==> src/rtl/flash_erase_pkg.sv <==
package flash_erase_pkg;

  typedef enum logic [1:0] {
    RES_OK         = 2'd0,
    RES_ERASE_ERR  = 2'd1,
    RES_VERIFY_ERR = 2'd2,
    RES_TIMEOUT    = 2'd3
  } resCode_e;

  typedef enum logic [1:0] {CMD_CLEAR, CMD_SETUP, CMD_CONFIRM, CMD_ARRAY} cmdSel_e;
  typedef enum logic [1:0] {ADR_HALF, ADR_MID, ADR_WORD} adrSel_e;
  typedef enum logic [1:0] {DLY_SETTLE, DLY_ERASE, DLY_POLL, DLY_VERIFY} dlySel_e;

  localparam logic [7:0] CODE_CLEAR   = 8'h50;
  localparam logic [7:0] CODE_SETUP   = 8'h20;
  localparam logic [7:0] CODE_CONFIRM = 8'hD0;
  localparam logic [7:0] CODE_ARRAY   = 8'hFF;

  // strobes from the control FSM to the datapath
  typedef struct packed {
    logic    rd;
    logic    wr;
    cmdSel_e cmd;
    adrSel_e adr;
    logic    dlyLoad;
    dlySel_e dlySel;
    logic    tmoClr;
    logic    capStat;
    logic    wordClr;
    logic    wordInc;
    logic    blkLoad;
  } seqCtl_t;

endpackage

==> src/rtl/flash_erase_dp.sv <==
module flash_erase_dp
  import flash_erase_pkg::*;
#(
  parameter int BLK_W         = 6,
  parameter int BLOCK_SHIFT   = 16,
  parameter int GATE_SETTLE   = 1250,
  parameter int ERASE_WAIT    = 500000,
  parameter int POLL_GAP      = 500000,
  parameter int ERASE_TIMEOUT = 500000000,
  parameter int VERIFY_WAIT   = 500000
) (
  input  logic                         clk,
  input  logic                         rstN,
  input  seqCtl_t                      ctl,
  input  logic [BLK_W-1:0]             blkIdx,
  input  logic [31:0]                  busRData,
  output logic [BLK_W+BLOCK_SHIFT-1:0] busAddr,
  output logic [7:0]                   busWData,
  output logic                         busRd,
  output logic                         busWr,
  output logic                         dlyDone,
  output logic                         tmoHit,
  output logic                         rdReady,
  output logic                         statErr,
  output logic                         wordOnes,
  output logic                         lastWord
);

  function automatic int maxOf(int a, int b);
    return (a > b) ? a : b;
  endfunction

  localparam int ADDR_W  = BLK_W + BLOCK_SHIFT;
  localparam int WIDX_W  = BLOCK_SHIFT - 2;
  localparam int DLY_MAX = maxOf(maxOf(GATE_SETTLE, ERASE_WAIT), maxOf(POLL_GAP, VERIFY_WAIT));
  localparam int DLY_W   = $clog2(DLY_MAX + 1);
  localparam int TMO_W   = $clog2(ERASE_TIMEOUT + 1);

  logic [BLK_W-1:0]  blkReg;
  logic [DLY_W-1:0]  dlyCnt;
  logic [DLY_W-1:0]  dlyValue;
  logic [TMO_W-1:0]  tmoCnt;
  logic [WIDX_W-1:0] wordIdx;
  logic              errBitReg;

  always_comb begin
    case (ctl.dlySel)
      DLY_SETTLE: dlyValue = DLY_W'(GATE_SETTLE);
      DLY_ERASE:  dlyValue = DLY_W'(ERASE_WAIT);
      DLY_POLL:   dlyValue = DLY_W'(POLL_GAP);
      default:    dlyValue = DLY_W'(VERIFY_WAIT);
    endcase
  end

  always_ff @(posedge clk or negedge rstN) begin
    if (!rstN) begin
      blkReg    <= '0;
      dlyCnt    <= '0;
      tmoCnt    <= '0;
      wordIdx   <= '0;
      errBitReg <= 1'b0;
    end else begin
      if (ctl.blkLoad) blkReg <= blkIdx;
      if (ctl.dlyLoad) dlyCnt <= dlyValue;
      else if (dlyCnt != '0) dlyCnt <= dlyCnt - 1'b1;
      if (ctl.tmoClr) tmoCnt <= '0;
      else if (tmoCnt != TMO_W'(ERASE_TIMEOUT)) tmoCnt <= tmoCnt + 1'b1;
      if (ctl.wordClr) wordIdx <= '0;
      else if (ctl.wordInc) wordIdx <= wordIdx + 1'b1;
      if (ctl.capStat) errBitReg <= busRData[5];
    end
  end

  assign dlyDone  = (dlyCnt <= DLY_W'(1));
  assign tmoHit   = (tmoCnt == TMO_W'(ERASE_TIMEOUT));
  assign rdReady  = busRData[7];
  assign statErr  = errBitReg;
  assign wordOnes = &busRData;
  assign lastWord = &wordIdx;

  always_comb begin
    case (ctl.adr)
      ADR_HALF: busAddr = {{BLK_W{1'b0}}, 1'b1, {(BLOCK_SHIFT-1){1'b0}}};
      ADR_MID:  busAddr = {blkReg, 1'b1, {(BLOCK_SHIFT-1){1'b0}}};
      default:  busAddr = {blkReg, wordIdx, 2'b00};
    endcase
    case (ctl.cmd)
      CMD_CLEAR:   busWData = CODE_CLEAR;
      CMD_SETUP:   busWData = CODE_SETUP;
      CMD_CONFIRM: busWData = CODE_CONFIRM;
      default:     busWData = CODE_ARRAY;
    endcase
  end

  assign busRd = ctl.rd;
  assign busWr = ctl.wr;

  logic unusedAddr;
  assign unusedAddr = ^ADDR_W;

endmodule

==> src/rtl/flash_erase_ctrl.sv <==
module flash_erase_ctrl
  import flash_erase_pkg::*;
(
  input  logic       clk,
  input  logic       rstN,
  input  logic       start,
  input  logic       dlyDone,
  input  logic       tmoHit,
  input  logic       rdReady,
  input  logic       statErr,
  input  logic       wordOnes,
  input  logic       lastWord,
  output seqCtl_t    ctl,
  output logic       gatePulse,
  output logic       laneClr,
  output logic       done,
  output logic [1:0] result
);

  typedef enum logic [4:0] {
    S_IDLE, S_LANE, S_RD_HALF, S_RD_HALF_W, S_GATE_A, S_SETL_A, S_CLR,
    S_RD_MID, S_RD_MID_W, S_GATE_B, S_SETL_B, S_SETUP, S_CONFIRM,
    S_ERASE_WAIT, S_POLL_GAP, S_POLL_RD, S_POLL_CAP, S_GATE_C, S_SETL_C,
    S_ARRAY, S_ERR_CLR, S_VFY_WAIT, S_VFY_RD, S_VFY_CAP, S_FIN
  } state_e;

  state_e   state, stateNxt;
  resCode_e resReg;
  resCode_e resVal;
  logic     resSet;
  logic     timedOut, tmoSet, tmoRst;

  always_comb begin
    stateNxt  = state;
    ctl       = '0;
    gatePulse = 1'b0;
    laneClr   = 1'b0;
    resSet    = 1'b0;
    resVal    = RES_OK;
    tmoSet    = 1'b0;
    tmoRst    = 1'b0;
    case (state)
      S_IDLE: if (start) begin
        ctl.blkLoad = 1'b1;
        tmoRst      = 1'b1;
        stateNxt    = S_LANE;
      end
      S_LANE: begin laneClr = 1'b1; stateNxt = S_RD_HALF; end
      S_RD_HALF: begin ctl.rd = 1'b1; ctl.adr = ADR_HALF; stateNxt = S_RD_HALF_W; end
      S_RD_HALF_W: stateNxt = S_GATE_A;
      S_GATE_A, S_GATE_B, S_GATE_C: begin
        gatePulse   = 1'b1;
        ctl.dlyLoad = 1'b1;
        ctl.dlySel  = DLY_SETTLE;
        stateNxt    = (state == S_GATE_A) ? S_SETL_A :
                      (state == S_GATE_B) ? S_SETL_B : S_SETL_C;
      end
      S_SETL_A: if (dlyDone) stateNxt = S_CLR;
      S_SETL_B: if (dlyDone) stateNxt = S_SETUP;
      S_SETL_C: if (dlyDone) stateNxt = S_ARRAY;
      S_CLR: begin
        ctl.wr = 1'b1; ctl.cmd = CMD_CLEAR; ctl.adr = ADR_HALF; stateNxt = S_RD_MID;
      end
      S_RD_MID: begin ctl.rd = 1'b1; ctl.adr = ADR_MID; stateNxt = S_RD_MID_W; end
      S_RD_MID_W: stateNxt = S_GATE_B;
      S_SETUP: begin
        ctl.wr = 1'b1; ctl.cmd = CMD_SETUP; ctl.adr = ADR_MID; stateNxt = S_CONFIRM;
      end
      S_CONFIRM: begin
        ctl.wr      = 1'b1;
        ctl.cmd     = CMD_CONFIRM;
        ctl.adr     = ADR_MID;
        ctl.tmoClr  = 1'b1;
        ctl.dlyLoad = 1'b1;
        ctl.dlySel  = DLY_ERASE;
        stateNxt    = S_ERASE_WAIT;
      end
      S_ERASE_WAIT: if (dlyDone) begin
        ctl.dlyLoad = 1'b1; ctl.dlySel = DLY_POLL; stateNxt = S_POLL_GAP;
      end
      S_POLL_GAP: if (dlyDone) stateNxt = S_POLL_RD;
      S_POLL_RD: begin ctl.rd = 1'b1; ctl.adr = ADR_MID; stateNxt = S_POLL_CAP; end
      S_POLL_CAP: begin
        ctl.capStat = 1'b1;
        if (rdReady) stateNxt = S_GATE_C;
        else if (tmoHit) begin tmoSet = 1'b1; stateNxt = S_GATE_C; end
        else begin ctl.dlyLoad = 1'b1; ctl.dlySel = DLY_POLL; stateNxt = S_POLL_GAP; end
      end
      S_ARRAY: begin
        ctl.wr = 1'b1; ctl.cmd = CMD_ARRAY; ctl.adr = ADR_MID;
        if (timedOut) begin resSet = 1'b1; resVal = RES_TIMEOUT; stateNxt = S_FIN; end
        else if (statErr) stateNxt = S_ERR_CLR;
        else begin
          ctl.dlyLoad = 1'b1; ctl.dlySel = DLY_VERIFY; ctl.wordClr = 1'b1;
          stateNxt = S_VFY_WAIT;
        end
      end
      S_ERR_CLR: begin
        ctl.wr = 1'b1; ctl.cmd = CMD_CLEAR; ctl.adr = ADR_HALF;
        resSet = 1'b1; resVal = RES_ERASE_ERR; stateNxt = S_FIN;
      end
      S_VFY_WAIT: if (dlyDone) stateNxt = S_VFY_RD;
      S_VFY_RD: begin ctl.rd = 1'b1; ctl.adr = ADR_WORD; stateNxt = S_VFY_CAP; end
      S_VFY_CAP: begin
        ctl.adr = ADR_WORD;
        if (!wordOnes) begin resSet = 1'b1; resVal = RES_VERIFY_ERR; stateNxt = S_FIN; end
        else if (lastWord) begin resSet = 1'b1; resVal = RES_OK; stateNxt = S_FIN; end
        else begin ctl.wordInc = 1'b1; stateNxt = S_VFY_RD; end
      end
      S_FIN: stateNxt = S_IDLE;
      default: stateNxt = S_IDLE;
    endcase
  end

  always_ff @(posedge clk or negedge rstN) begin
    if (!rstN) begin
      state    <= S_IDLE;
      resReg   <= RES_OK;
      timedOut <= 1'b0;
    end else begin
      state <= stateNxt;
      if (resSet) resReg <= resVal;
      if (tmoRst) timedOut <= 1'b0;
      else if (tmoSet) timedOut <= 1'b1;
    end
  end

  assign done   = (state == S_FIN);
  assign result = resReg;

endmodule

==> src/rtl/flash_erase_seq.sv <==
module flash_erase_seq
  import flash_erase_pkg::*;
#(
  parameter int BLK_W         = 6,
  parameter int BLOCK_SHIFT   = 16,
  parameter int GATE_SETTLE   = 1250,
  parameter int ERASE_WAIT    = 500000,
  parameter int POLL_GAP      = 500000,
  parameter int ERASE_TIMEOUT = 500000000,
  parameter int VERIFY_WAIT   = 500000
) (
  input  logic                         clk,
  input  logic                         rstN,
  input  logic                         start,
  input  logic [BLK_W-1:0]             blkIdx,
  output logic                         done,
  output logic [1:0]                   result,
  output logic [BLK_W+BLOCK_SHIFT-1:0] busAddr,
  output logic [7:0]                   busWData,
  output logic                         busWr,
  output logic                         busRd,
  input  logic [31:0]                  busRData,
  output logic                         gatePulse,
  output logic                         laneClr
);

  seqCtl_t ctl;
  logic    dlyDone, tmoHit, rdReady, statErr, wordOnes, lastWord;

  flash_erase_ctrl u_ctrl (
    .clk(clk), .rstN(rstN), .start(start),
    .dlyDone(dlyDone), .tmoHit(tmoHit), .rdReady(rdReady), .statErr(statErr),
    .wordOnes(wordOnes), .lastWord(lastWord),
    .ctl(ctl), .gatePulse(gatePulse), .laneClr(laneClr),
    .done(done), .result(result)
  );

  flash_erase_dp #(
    .BLK_W(BLK_W), .BLOCK_SHIFT(BLOCK_SHIFT), .GATE_SETTLE(GATE_SETTLE),
    .ERASE_WAIT(ERASE_WAIT), .POLL_GAP(POLL_GAP),
    .ERASE_TIMEOUT(ERASE_TIMEOUT), .VERIFY_WAIT(VERIFY_WAIT)
  ) u_dp (
    .clk(clk), .rstN(rstN), .ctl(ctl), .blkIdx(blkIdx), .busRData(busRData),
    .busAddr(busAddr), .busWData(busWData), .busRd(busRd), .busWr(busWr),
    .dlyDone(dlyDone), .tmoHit(tmoHit), .rdReady(rdReady), .statErr(statErr),
    .wordOnes(wordOnes), .lastWord(lastWord)
  );

endmodule

==> config.mk <==
export PLATFORM = sky130hd
export DESIGN_NAME = flash_erase_seq
export DESIGN_NICKNAME = d
export VERILOG_FILES = /design/src/rtl/flash_erase_pkg.sv /design/src/rtl/flash_erase_dp.sv /design/src/rtl/flash_erase_ctrl.sv /design/src/rtl/flash_erase_seq.sv
export SDC_FILE = /design/constraint.sdc
export NUM_CORES = 1
export LEC_CHECK = 0
export BUFFER_PORTS_ARGS = -buffer_cell sky130_fd_sc_hd__buf_4
export CAP_MARGIN = 20
export CORE_MARGIN = 2
export CORE_UTILIZATION = 57
export CTS_BUF_LIST = sky130_fd_sc_hd__clkbuf_16
export DETAILED_ROUTE_END_ITERATION = 10
export GPL_TIMING_DRIVEN = 0
export PLACE_DENSITY_LB_ADDON = 0.2
export SYNTH_ARGS = -nofsm -noshare
export SYNTH_HDL_FRONTEND = slang
export SYNTH_HIERARCHICAL = 1
export SYNTH_SLANG_ARGS = --single-unit
==> constraint.sdc <==
create_clock -name clk -period 3.1 [get_ports clk]
set_input_delay 0.31 -clock clk [delete_from_list [all_inputs] [get_ports clk]]
set_output_delay 0.31 -clock clk [all_outputs]
set_load 0.03 [all_outputs]
### Word level (Yosys, flattened, before mapping)

Index checks and enable logic that the tools add are counted.

| word-level totals | value |
|---|---|
| bits in registers | 77 |
| input port bits | 41 |

| cells by class | value |
|---|---|
| magnitude comparators | 1 |
| multiplexer cells | 58 |
| $add $sub $neg | 3 |
| reduce and logical (&&, ||, !) cells | 17 |
| eq/ne operators | 36 |

Operator list:

| operator | count |
|---|---|
| $pmux W5 S22 | 1 |
| $mux W5 | 12 |
| $mux W29 | 2 |
| $mux W19 | 3 |
| $eq A5 B5 Y1 const B | 9 |
| $pmux W22 S2 | 1 |
| $eq A5 B4 Y1 const B | 8 |
| $reduce_and A32 Y1 | 1 |
| $add A29 B1 Y29 const B | 1 |
| $eq A29 B29 Y1 const B | 1 |
| $ne A29 B29 Y1 const B | 1 |
| $mux W14 | 2 |
| $pmux W8 S3 | 1 |
| $mux W1 | 22 |
| $eq A5 B3 Y1 const B | 4 |
| $le A19 B1 Y1 const B | 1 |
| $reduce_bool A19 Y1 | 1 |
| $sub A19 B1 Y19 const B | 1 |
| $mux W3 | 5 |
| $pmux W3 S5 | 1 |
| $add A14 B1 Y14 const B | 1 |
| $ne A2 B2 Y1 const B | 7 |
| $reduce_and A14 Y1 | 1 |
| $pmux W3 S4 | 1 |
| 17 further kinds | 27 |

### Longest topological paths before layout

| depth | value |
|---|---|
| depth after elaboration | 7 |
| gate-level depth with buffers | 12 |
| depth with buffers taken out | 12 |

### By module

Netlist, hierarchy kept.

Modules (own cells, without submodules):

| module | area an instance (sq um) | instances | cells each |
|---|---|---|---|
| flash_erase_dp | 3,962.6 | 1 | 425 |
| flash_erase_ctrl | 884.6 | 1 | 117 |

### Worst setup path after synthesis

OpenSTA, ideal clock, no wires.

| timing | value |
|---|---|
| path type | register to register |
| from | register u_dp.tmoCnt[0] |
| to | register u_dp.dlyCnt[16] |
| setup time | 0.094 ns |
| clock period less this slack | 2.725 ns |
| arrival | 2.631 ns |
| setup slack | 0.375 ns |
| stages on the path, launching flop included | 13 |
| data required time | 3.006 ns |
| cell sequence | dfrtp_1 -> inv_1 -> ha_1 -> or4b_1 -> nor4_1 -> nor4_2 -> a21oi_1 -> o32ai_1 -> o21bai_1 -> inv_1 -> or3_1 -> o31ai_1 -> a211oi_1 |

RTL lines:

| what | line | source |
|---|---|---|
| from (decl) | flash_erase_dp.sv:42 | `logic [TMO_W-1:0] tmoCnt;` |
| from (signal assigned) | flash_erase_dp.sv:67 | `else if (tmoCnt != TMO_W'(ERASE_TIMEOUT)) tmoCnt <= tmoCnt + 1'b1;` |
| to (signal assigned) | flash_erase_dp.sv:64 | `if (ctl.dlyLoad) dlyCnt <= dlyValue;` |
| to (signal assigned) | flash_erase_dp.sv:65 | `else if (dlyCnt != '0) dlyCnt <= dlyCnt - 1'b1;` |
| to (decl) | flash_erase_dp.sv:40 | `logic [DLY_W-1:0] dlyCnt;` |

==> metrics.md <==
| Metric | Value |
|---|---|
| Status | complete, no violations |
| Mapped cell area | 4850 um^2 |
| Core Box Area | around 8200 um^2 |
| Post-synth top area share | between 30% and 40% |
| Largest area contributor in the netlist | dfrtp_1 |
| Clock skew | 0.0103 ns |
| Grt total ovfl | 0 |
| Global-route wire length before repair | approximately 20 mm |
| Num CTS Buffers | 9 |
| Worst setup SP type | flip-flop |
| Layout cell share with drive strength beyond 1 | 23.9% |
| Clk slew on worst S/H paths | 0.06 ns |
| Number of global-route vias before repair | around 4200 |
| Most used DFF post-synth | dfrtp_1 |
| Crit path kind | flip-flop to flip-flop |
| Initial antenna violation count | 0 |
| Vias per cell | 6.13 |
| Worst-Skew Late Latency | around 0.34 ns |
| Hold WS | a little over 0.2 ns |
| GRT Overall Usage | a little over a quarter |
| Most frequent cells in the layout | 86 x buf_4, 77 x dfrtp_1, 46 x nor2_1 |
| HPWL Detailed | 8.21 mm |
| Synth area leaders | dfrtp_1 40%, nor2_1 3.6%, a21oi_1 3.6% |
| Minimum clock period | 2.97 ns |
| DRC viols | 0 |
| YS warnings | 6 |
| Setup violators final | 0 |
| Avg Synthesized Cell Area | 8.94 um^2 |
| Post-synth ARST share | 100% |
| Routed Antenna Nets | 0 |
| Post-place setup slack | -0.282 ns |
| #FFs+latches synth | 77 |
| Post-synth EDFFs | 0 |
| Maximum number of pins on one net before global-route repair | 78 |
| Final period utilization | 95.8% |
| TritonCTS clock tree | built |
| Netlist cell types | 68 |
| Max frequency | between 300 and 400 MHz |
| Area post-placement | 5550 um^2 |
| I/O Buffers | between 70 and 80 |
| Fin. Hold Viols | 0 |
| WL/cell | between 15 and 20 um |
| Die span in y | between 90 and 100 um |
| RSZ-0062 raised after global routing | yes |
| Critical path arrival | approximately 3.2 ns |
| Nets@finish | 677 |
| Max-Slew Margin vs Limit | 57.5% |
| Starting density of the core | between 50% and 60% |
| Worst Slack Setup Final | roughly 0.13 ns |
| Htree depth | 3 |
| Pins Over Slew Limit | 0 |
| Pwr Density | 744 nW/um^2 |
| Most common cell after layout, fill and taps aside | buf_4 |
| Std-Cell Rows | 33 |
| Worst EP required | 3.34 ns |
| MaxCap Viol Count | 0 |
| Die area | 9260 um^2 |
| Synthesized instance count | 542 |
| Via count | 4544 |
| Final core occ | between 70% and 80% |
| Die width | 96.2 um |
| Clock sink count | 77 |
| Critical Path Source | u_dp/tmoCnt[6] |
| Design area | 6000 um^2 |
| Post-synthesis sequential area ratio | between 30% and 40% |
| Worst-path fanout max | 9 |
| Drt first pass iters | 5 |
| Top-Level Pins | a little under 80 |
| Longest Clk Path Bufs | 2 |
| Diode count | 0 |
| Leak pwr | 2.57 nW |
| Setup bufs post-CTS | 0 |
| Fill cells | roughly 600 |
| TNS Setup | 0 ns |
| CP Capture Type | flip-flop |
| Max VDD drop | 0.422 mV |
| Area delta synth->final | 23.8% |
| Worst slew pin tran | 0.636 ns |
| Initial drt markers | 298 |
| Tightest Hold Check Type | primary input to flip-flop |
| Root Buffer | clkbuf_16 |
| Hold wc startpoint | blkIdx[3] |
| Routed WL | ~12 mm |
| RD Place Congestion | 0.923 |
| Worst r2r src | u_dp/tmoCnt[6] |
==> cell usage after synthesis, types with 3 or more instances <==
cell type	instances
mux2_2	7
dfrtp_1	77
nand2b_1	8
a31oi_1	3
nor3b_1	4
inv_1	19
mux2_1	6
a21o_1	3
buf_4	11
a21oi_1	35
and2_1	18
clkbuf_1	12
nand3_1	18
or3_1	10
and4_1	3
nor4_1	11
or4_1	18
buf_2	12
nor2_1	47
xor2_1	14
nand4_1	28
mux2i_1	4
o31ai_1	17
or2_1	3
nand4b_1	3
xnor2_1	12
and3_1	7
nor2b_1	19
o21ai_0	17
nand2_1	25
nor3_1	17
buf_6	3
ha_1	5
==> per-stage QoR <==
| step | power [W] | instances |
|---|---|---|
| global placement | 0.00322 | 723 |
| floorplan | 0.00275 | 543 |
| global route | 0.00474 | 741 |
| detailed placement | 0.00327 | 723 |
| finish | 0.00446 | 741 |
| CTS | 0.00440 | 739 |
==> cell families after synthesis <==
group                      Yosys count  synth area share (%)
muxes                               17                  3.85
AOI/OAI and AO/OA                   99                  13.2
and+or+nand+nor                    259                  31.1
DFF                                 77                  39.8
adders and majority gates            5                  1.29
xor gates and xnor gates            26                  4.70
other                                1                0.0774
buffers and inverters               58                  6.12
==> final cells by class <==
class	instances	area (um^2)	share of cell area, %
well taps	105	131	2.19
multi-input cells	408	2740	45.6
inverters	20	75.1	1.25
clock buffers	9	225	3.75
clock inverters	7	80.1	1.33
repair buffers	77	601	10.0
flip-flops and latches	77	1930	32.1
plain buffers	38	223	3.71
==> power breakdown <==
part           leakage, nW  switching (W)  internal (W)
combinational         1.42        0.00115      0.000790
sequential            1.01       0.000219       0.00123
clock                0.143       0.000441      0.000633
==> timing repair <==
action | CTS | global route
endpoints found under the hold margin | 0 | 15
gates resized for setup | 9 | 11
setup endpoints to repair | 13 | 13
hold buffers | 0 | 1
pin swaps | 0 | 1
==> flip-flops by register name, summed over array words and instances, names as in the netlist <==
signal and cells:
u_dp/wordIdx 14, u_dp/blkReg 6, u_dp/statErr 1, u_ctrl/timedOut 1, u_dp/dlyCnt 19, u_ctrl/state 5
u_dp/tmoCnt 29, u_ctrl/result 2
==> worst max-delay path, cell delays in order (launching register included) <==
cell      delay (ns)
dfrtp_1         0.46
nor4bb_1        0.39
nand4_1         0.24
nor4_4          0.42
nor4_4          0.10
a21oi_1         0.16
o32ai_2         0.12
o21bai_1        0.25
inv_2           0.18
or3_1           0.21
o31ai_2         0.15
a211oi_1        0.20
==> final timing paths <==
kind                                    end  slack [ns]  cells past startpoint
hold / removal               u_dp/blkReg[3]        0.21                      2
min in group asynchronous    u_dp/dlyCnt[3]        0.37                      2
max in group asynchronous   u_dp/tmoCnt[16]        2.16                      3
setup / recovery            u_dp/dlyCnt[16]        0.13                     11
setup reg to reg            u_dp/dlyCnt[16]        0.13                     11
hold reg to reg            u_ctrl/result[0]        0.48                      1
==> metal layers <==
metal / wire [um] / vias to the layer above / track usage (%) / part of all wire [%]
li1: - / 2158 / - / -
met1: 5090 / 2175 / 36.5 / 43
met2: 5800 / 192 / 44.2 / 49
met3: 855 / 19 / 3.60 / 7.2
met4: 206 / 0 / 10.4 / 1.7
met5: 0 / - / 0 / 0
Note: power is estimated with default switching activity, not from simulation.
